===== src/rtl/los_sel_pkg.sv =====
// Shared encodings for the loss-of-signal and holdover selector.
package los_sel_pkg;
    // Source selection for the clock-recovery loop.
    typedef enum logic [1:0] {
        PATH_MAIN = 2'b00,
        PATH_LOOP = 2'b01,
        PATH_REF  = 2'b10
    } path_e;
endpackage


===== src/rtl/los_edge_det.sv =====
// Transition finder.
// Compares each strobed bit with the previous strobed bit. The history is
// cleared by reset, so the first strobe afterwards can never count as an edge.
// Assumes smp_vld and smp_bit are synchronous to clk.
module los_edge_det (
    input  logic clk,
    input  logic rst_n,
    input  logic stb,
    input  logic bit_in,
    output logic edge_seen
);
    logic prev_q;
    logic hist_q;

    // An edge is a strobed sample that differs from a valid previous sample.
    assign edge_seen = stb && hist_q && (bit_in != prev_q);

    // Capture the sample history on strobes only.
    always_ff @(posedge clk) begin
        if (!rst_n) begin
            prev_q <= 1'b0;
            hist_q <= 1'b0;
        end else if (stb) begin
            prev_q <= bit_in;
            hist_q <= 1'b1;
        end
    end

    // no edge is reported while the history is still empty.
    a_r2_no_edge_before_history: assert property (@(posedge clk) disable iff (!rst_n)
        (stb && !hist_q) |-> !edge_seen);
endmodule


===== src/rtl/los_timer.sv =====
// Loss-of-signal timer with hysteresis.
// A quiet counter holds the number of strobes without an edge since the last
// edge and saturates at ASSERT_CNT, which means "no recent edge". A run
// counter holds consecutive live strobes while the flag is high. After reset
// the flag is high and the quiet counter is already saturated.
module los_timer #(
    parameter int unsigned ASSERT_CNT   = 4096,
    parameter int unsigned DEASSERT_CNT = 10000
) (
    input  logic clk,
    input  logic rst_n,
    input  logic stb,
    input  logic edge_seen,
    output logic los
);
    localparam int unsigned QW = $clog2(ASSERT_CNT + 1);
    localparam int unsigned DW = $clog2(DEASSERT_CNT + 1);
    localparam logic [QW-1:0] Q_SAT  = QW'(ASSERT_CNT);
    localparam logic [DW-1:0] R_LAST = DW'(DEASSERT_CNT - 1);

    logic [QW-1:0] quiet_q, quiet_d;
    logic [DW-1:0] run_q, run_d;
    logic          los_q, los_d;
    logic          live;

    // Next-state logic; all state moves only on a strobe.
    always_comb begin
        quiet_d = quiet_q;
        run_d   = run_q;
        los_d   = los_q;
        live    = 1'b0;
        if (stb) begin
            if (edge_seen)
                quiet_d = '0;
            else if (quiet_q != Q_SAT)
                quiet_d = quiet_q + 1'b1;
            live = (quiet_d != Q_SAT);
            if (!los_q) begin
                if (!live) begin
                    los_d = 1'b1;
                    run_d = '0;
                end
            end else if (!live) begin
                run_d = '0;
            end else if (run_q == R_LAST) begin
                los_d = 1'b0;
                run_d = '0;
            end else begin
                run_d = run_q + 1'b1;
            end
        end
    end

    // State registers; reset starts in loss-of-signal with no recent edge.
    always_ff @(posedge clk) begin
        if (!rst_n) begin
            quiet_q <= Q_SAT;
            run_q   <= '0;
            los_q   <= 1'b1;
        end else begin
            quiet_q <= quiet_d;
            run_q   <= run_d;
            los_q   <= los_d;
        end
    end

    assign los = los_q;

    // the ASSERT_CNT-th quiet strobe raises the flag.
    a_r3_quiet_raises: assert property (@(posedge clk) disable iff (!rst_n)
        (stb && !edge_seen && !los_q && quiet_q == QW'(ASSERT_CNT - 1)) |=> los_q);
    // an edge restarts the quiet count.
    a_r2_edge_clears: assert property (@(posedge clk) disable iff (!rst_n)
        (stb && edge_seen) |=> (quiet_q == '0));
    // idle cycles hold all detector state.
    a_r2_idle_holds: assert property (@(posedge clk) disable iff (!rst_n)
        !stb |=> ($stable(quiet_q) && $stable(run_q) && $stable(los_q)));
    // the flag only falls on a strobe.
    a_r4_fall_on_strobe: assert property (@(posedge clk) disable iff (!rst_n)
        $fell(los_q) |-> $past(stb));
    // counters stay inside their saturation limits.
    a_r5_saturate: assert property (@(posedge clk) disable iff (!rst_n)
        (quiet_q <= Q_SAT) && (run_q <= R_LAST));
endmodule


===== src/rtl/los_path_reg.sv =====
// Registered source and divider selection.
// Holdover is requested by ref_lock, or by the loss-of-signal flag when
// auto_hold is set. Holdover wins over loopback. Outputs update on clk only.
module los_path_reg
    import los_sel_pkg::*;
(
    input  logic       clk,
    input  logic       rst_n,
    input  logic       loop_sel,
    input  logic       ref_lock,
    input  logic       auto_hold,
    input  logic       los,
    output logic [1:0] path_sel,
    output logic       fb_div16
);
    logic  hold_req;
    path_e path_d;
    path_e path_q;
    logic  div_q;

    // Combine the explicit and automatic holdover requests.
    assign hold_req = ref_lock || (auto_hold && los);

    // Priority: holdover, then loopback, then main input.
    always_comb begin
        if (hold_req)      path_d = PATH_REF;
        else if (loop_sel) path_d = PATH_LOOP;
        else               path_d = PATH_MAIN;
    end

    // Output registers.
    always_ff @(posedge clk) begin
        if (!rst_n) begin
            path_q <= PATH_MAIN;
            div_q  <= 1'b0;
        end else begin
            path_q <= path_d;
            div_q  <= hold_req;
        end
    end

    assign path_sel = path_q;
    assign fb_div16 = div_q;

    // explicit holdover forces the reference path and divide-by-16.
    a_r7_ref_forces: assert property (@(posedge clk) disable iff (!rst_n)
        ref_lock |=> (path_sel == PATH_REF && fb_div16));
    // loopback without holdover selects the loopback input at divide-by-1.
    a_r6_loopback: assert property (@(posedge clk) disable iff (!rst_n)
        (!ref_lock && !(auto_hold && los) && loop_sel) |=> (path_sel == PATH_LOOP && !fb_div16));
    // the flag requests holdover when the automatic option is on.
    a_r8_auto_hold: assert property (@(posedge clk) disable iff (!rst_n)
        (auto_hold && los) |=> (path_sel == PATH_REF));
    // at most one source code bit is set.
    a_r6_legal_code: assert property (@(posedge clk) disable iff (!rst_n)
        $onehot0(path_sel));
endmodule


===== src/rtl/los_holdover_sel.sv =====
// Top level: transition finder, loss-of-signal timer and path register.
// Assumes that data arrives already sliced, one bit per strobe, on clk.
module los_holdover_sel #(
    parameter int unsigned ASSERT_CNT   = 4096,
    parameter int unsigned DEASSERT_CNT = 10000
) (
    input  logic       clk,
    input  logic       rst_n,
    input  logic       smp_vld,
    input  logic       smp_bit,
    input  logic       loop_sel,
    input  logic       ref_lock,
    input  logic       auto_hold,
    output logic       los,
    output logic [1:0] path_sel,
    output logic       fb_div16
);
    logic edge_seen;
    logic los_int;

    los_edge_det u_edge (
        .clk       (clk),
        .rst_n     (rst_n),
        .stb       (smp_vld),
        .bit_in    (smp_bit),
        .edge_seen (edge_seen)
    );

    los_timer #(
        .ASSERT_CNT   (ASSERT_CNT),
        .DEASSERT_CNT (DEASSERT_CNT)
    ) u_timer (
        .clk       (clk),
        .rst_n     (rst_n),
        .stb       (smp_vld),
        .edge_seen (edge_seen),
        .los       (los_int)
    );

    los_path_reg u_path (
        .clk       (clk),
        .rst_n     (rst_n),
        .loop_sel  (loop_sel),
        .ref_lock  (ref_lock),
        .auto_hold (auto_hold),
        .los       (los_int),
        .path_sel  (path_sel),
        .fb_div16  (fb_div16)
    );

    assign los = los_int;

    // flag is high in the first cycle out of reset.
    a_r1_reset_flag: assert property (@(posedge clk)
        $rose(rst_n) |-> los);
endmodule


===== config.mk =====
export PLATFORM = sky130hd
export DESIGN_NAME = los_holdover_sel
export DESIGN_NICKNAME = d
export VERILOG_FILES = /design/src/rtl/los_sel_pkg.sv /design/src/rtl/los_edge_det.sv /design/src/rtl/los_timer.sv /design/src/rtl/los_path_reg.sv /design/src/rtl/los_holdover_sel.sv
export SDC_FILE = /design/constraint.sdc
export NUM_CORES = 1
export LEC_CHECK = 0
export ABC_CLOCK_PERIOD_IN_PS = 2150
export BUFFER_PORTS_ARGS = -buffer_cell sky130_fd_sc_hd__buf_2
export CAP_MARGIN = 20
export CORE_MARGIN = 2
export CORE_UTILIZATION = 40
export CTS_BUF_LIST = sky130_fd_sc_hd__clkbuf_16
export DETAILED_ROUTE_END_ITERATION = 6
export GPL_ROUTABILITY_DRIVEN = 0
export GPL_TIMING_DRIVEN = 0
export PLACE_DENSITY_LB_ADDON = 0.12
export SLEW_MARGIN = 15
export SYNTH_ARGS = -nofsm -noshare
export SYNTH_HDL_FRONTEND = slang
export SYNTH_SLANG_ARGS = --single-unit

===== constraint.sdc =====
create_clock -name clk -period 2.15 [get_ports clk]
set_input_delay 0.645 -clock clk [delete_from_list [all_inputs] [get_ports clk]]
set_output_delay 0.645 -clock clk [all_outputs]
set_load 0.01 [all_outputs]

==> impl_metrics.csv <==
group,metric,value,unit
run_status,outcome,"finished, violations left",
run_status,violations,"setup timing",
sta,drv_slew,0,
grt,grt_usage,0.215,
yosys,syn_inst,258,
yosys,yosys.cell_types.count,55,
yosys,synth.ff_latch_count,32,
worst_setup_path,critPathRequiredTime,2.32,ns
drt,dr.pass1.iters,4,
worst_setup_path,worst-path-max-fanout,10,
grt,grt_overflow,0,
cts,path_clk_slew,0.05,ns
die,coreArea,4790,um2
worst_setup_path,cpPeakStageDelay,0.38,ns
cells_and_area,fin_util,0.564,
worst_setup_path,cp-start-kind,"flip-flop",
die,ios,11,
sta,max_freq,0.455,GHz
worst_setup_path,cp-end-kind,"flip-flop",
worst_setup_path,r2r_cells,9,
power,clkPwrFrac,0.510,
cts,cts_root_buf,"clkbuf_16",
cts,cts_buffers,5,
power,power_density,579,nW/um2
grt,grt_pass1_vias,1878,
die,start_util,0.422,
grt,grt_pass1_wl,9180,um
worst_setup_path,startpoint,"u_timer.quiet_q[1]",
yosys,syn_avg_cell_area,7.83,um2
drt,vias_per_cell,5.80,
cts,cts_tree,"done",
yosys,synth-edff-count,0,
placement,portBuffers,9,
sta,layout_min_cycle_time,2.20,ns
power,p_leak,0.957,nW
yosys,yosysSeqAreaShare,0.317,
cells_and_area,syn_to_final_growth,33.6,%
worst_setup_path,arrival,2.37,ns
power,switching_share,0.227,
drt,drc_errors,0,
yosys,async_flop_share,0,
cells_and_area,layout.nets,299,
sta,rsz0062_at_grt,"true",
cts,clk-insertion-delay-late,0.28,ns
die,die_area,5630,um2
yosys,yosys_most_used_dff,"dfxtp_1",
sta,hold_violations,0,
grt,antenna_found_initial,0,
sta,tightest_slew,0.571,ns
worst_setup_path,regToRegEndpoint,"u_timer.run_q[13]",
power,p_int,1.21,mW
cells_and_area,antennaDiodeCount,0,
worst_setup_path,cp_cell_sequence,"ha_4 -> or3_1 -> a21oi_2 -> a2bb2oi_4 -> nand4_4 -> or3_4 -> buf_6 -> nand4_1 -> o21ai_1",
worst_setup_path,cp.depth,9,
hold_path,hold_path_class,"flip-flop to flip-flop",
placement,dpl_worst_slack,-0.483,ns
cts,cts_sinks,32,
sta,worst_hold_slack,0.479,ns
yosys,yosys_warnings,0,
cts,clk_path_buf_depth,2,
yosys,synth_area,2020,um2
die,die_h,75.1,um
yosys,syn_nets,268,
run,drv_cap,0,
cells_and_area,drive_above_1_share,0.286,
worst_setup_path,critical_path_buf_inv_count,1,
worst_setup_path,crit_type,"flip-flop to flip-flop",
drt,avgRoutedWirePerCell,15.7,um
die,rows,25,
drt,finalWirelength,5600,um
drt,drt_iter0_drc,167,
power,switching_power,0.355,mW
cts,cts_hold_buf,0,
sta,timing.final.ws_setup,-0.0501,ns
worst_setup_path,cp_top_family,"simple AND/OR/NAND/NOR gates",
power,vdd_drop_max,0.290,mV
worst_setup_path,r2r_start,"u_timer.quiet_q[1]",
power,seq_power_share,0.387,
sta,setup_viol,11,
sta,maxSlewHeadroom,0.616,
sta,clock_skew,0.00502,ns
worst_setup_path,slowest_stage,"dfxtp_4",
worst_setup_path,reg2reg_slack,-0.05,ns
worst_setup_path,endpoint,"u_timer.run_q[13]",
cts,h-tree-depth,2,
power,power_frac_comb,0.103,
drt,vias,2071,
drt,ant_nets,0,
sta,fin_crit_sh,1.02,
grt,grt_max_degree,11,
die,die_w,75.1,um
placement,dp_hpwl,3700,um
==> sequential cells by signal (all words and copies together) (netlist names) <==
| register | count |
|---|---|
| u_timer.run_q | 14 |
| u_timer.quiet_q | 13 |
| u_edge.hist_q | 1 |
| u_edge.prev_q | 1 |
| u_path.fb_div16 | 1 |
| u_path.path_sel | 1 |
| u_timer.los | 1 |
==> synth_stat cells, types with 2 or more instances <==
cell type / n / area [um2]
mux2i_1: 2 / 20.0
dfxtp_1: 32 / 641
nor3b_1: 3 / 22.5
clkbuf_1: 10 / 37.5
and3_1: 4 / 25.0
inv_1: 5 / 18.8
a21oi_1: 11 / 55.1
nand2_1: 16 / 60.1
buf_4: 2 / 15.0
nor2b_1: 20 / 125
nand3b_1: 5 / 37.5
nor4_1: 6 / 37.5
nand4b_1: 2 / 17.5
ha_1: 3 / 37.5
xor2_1: 4 / 35.0
buf_2: 2 / 10.0
a21boi_1: 3 / 22.5
o31ai_1: 3 / 22.5
a22oi_1: 7 / 52.6
o21a_1: 2 / 15.0
nor2_1: 14 / 52.6
a31oi_1: 6 / 37.5
nand3_1: 15 / 75.1
o211ai_1: 2 / 15.0
nand4_1: 9 / 56.3
nor3_1: 12 / 60.1
o21ai_0: 24 / 120
o21ai_1: 7 / 35.0
==> metal layers <==
| layer | track usage | up-vias | share of wire |
|---|---|---|---|
| met4 | 0.0813 | 0 | 0.012 |
| met2 | 0.297 | 51 | 0.43 |
| li1 | - | 1032 | - |
| met3 | 0.0482 | 8 | 0.047 |
| met1 | 0.321 | 980 | 0.51 |
| met5 | 0 | - | 0 |
==> per-stage QoR <==
stage	power [mW]	setup TNS, ns	instance area [um2]	std cells
after global placement	0.743	-6.08	2150	334
final	1.56	-0.307	2700	357
after detailed placement	0.743	-5.98	2150	334
after floorplan	0.707	0	2020	258
after global routing	1.62	-1.60	2700	357
after CTS	1.56	-0.336	2500	345
==> worst reg2reg max path, stage by stage, from the launching register on <==
cell,delay (ns)
dfxtp_4,0.38
ha_4,0.19
or3_1,0.33
a21oi_2,0.22
a2bb2oi_4,0.17
nand4_4,0.12
or3_4,0.36
buf_6,0.16
nand4_1,0.09
o21ai_1,0.07
==> cells in the final DEF, fill, tap and decap left out, types with 5 or more instances in the layout <==
cell and count:
nand2_1 16, o21ai_0 23, clkbuf_1 6, nand4_1 9, a21oi_1 10, o21ai_1 7, nand3b_1 5, dfxtp_1 20
nor2b_1 20, buf_2 10, buf_4 18, nand3_1 13, a31oi_1 5, nor3_1 10, nor2_1 13, dfxtp_2 8
clkbuf_16 5, a22oi_1 7
==> worst min path at each step <==
| stage | depth (start not counted) | endpoint | startpoint |
|---|---|---|---|
| floorplan | 1 | u_edge.hist_q | u_edge.hist_q |
| global placement | 1 | u_edge.hist_q | u_edge.hist_q |
| detailed placement | 1 | u_edge.hist_q | u_edge.hist_q |
| CTS | 1 | u_edge.hist_q | u_edge.hist_q |
| global route | 1 | u_edge.hist_q | u_edge.hist_q |
| finish | 1 | u_edge.hist_q | u_edge.hist_q |
==> area by class of cell <==
| type | instances | area, um2 |
|---|---|---|
| Buffer | 13 | 75.1 |
| Clock buffer | 5 | 125 |
| Clock inverter | 3 | 38.8 |
| Fill cell | 452 | 2090 |
| Inverter | 5 | 21.3 |
| Multi-Input combinational cell | 205 | 1490 |
| Sequential cell | 32 | 666 |
| Tap cell | 67 | 83.8 |
| Timing Repair Buffer | 27 | 196 |
==> what timing repair did <==
item / 4_1_cts / 5_1_grt
buffers inserted: 6 / 12
pin swaps: 8 / 10
gates resized for setup: 36 / 22
endpoints found under the setup margin: 16 / 18
==> power by group through the flow <==
stage               registers, mW  clock network (mW)  logic [mW]
floorplan                   0.621                   0      0.0856
global placement            0.622                   0       0.121
detailed placement          0.622                   0       0.121
CTS                         0.606               0.812       0.143
global route                0.606               0.837       0.177
finish                      0.605               0.797       0.161
==> kinds of logic after synthesis <==
kind of cell,synth area share
AND/OR/NAND/NOR,0.358
adder cells (fa/ha/maj),0.0186
XOR/XNOR,0.0217
multiplexers,0.00991
AO/OA/AOI/OAI,0.227
flip-flops,0.317
buffers and inverters,0.0483
No activity file was read; power rests on OpenSTA's default activity.
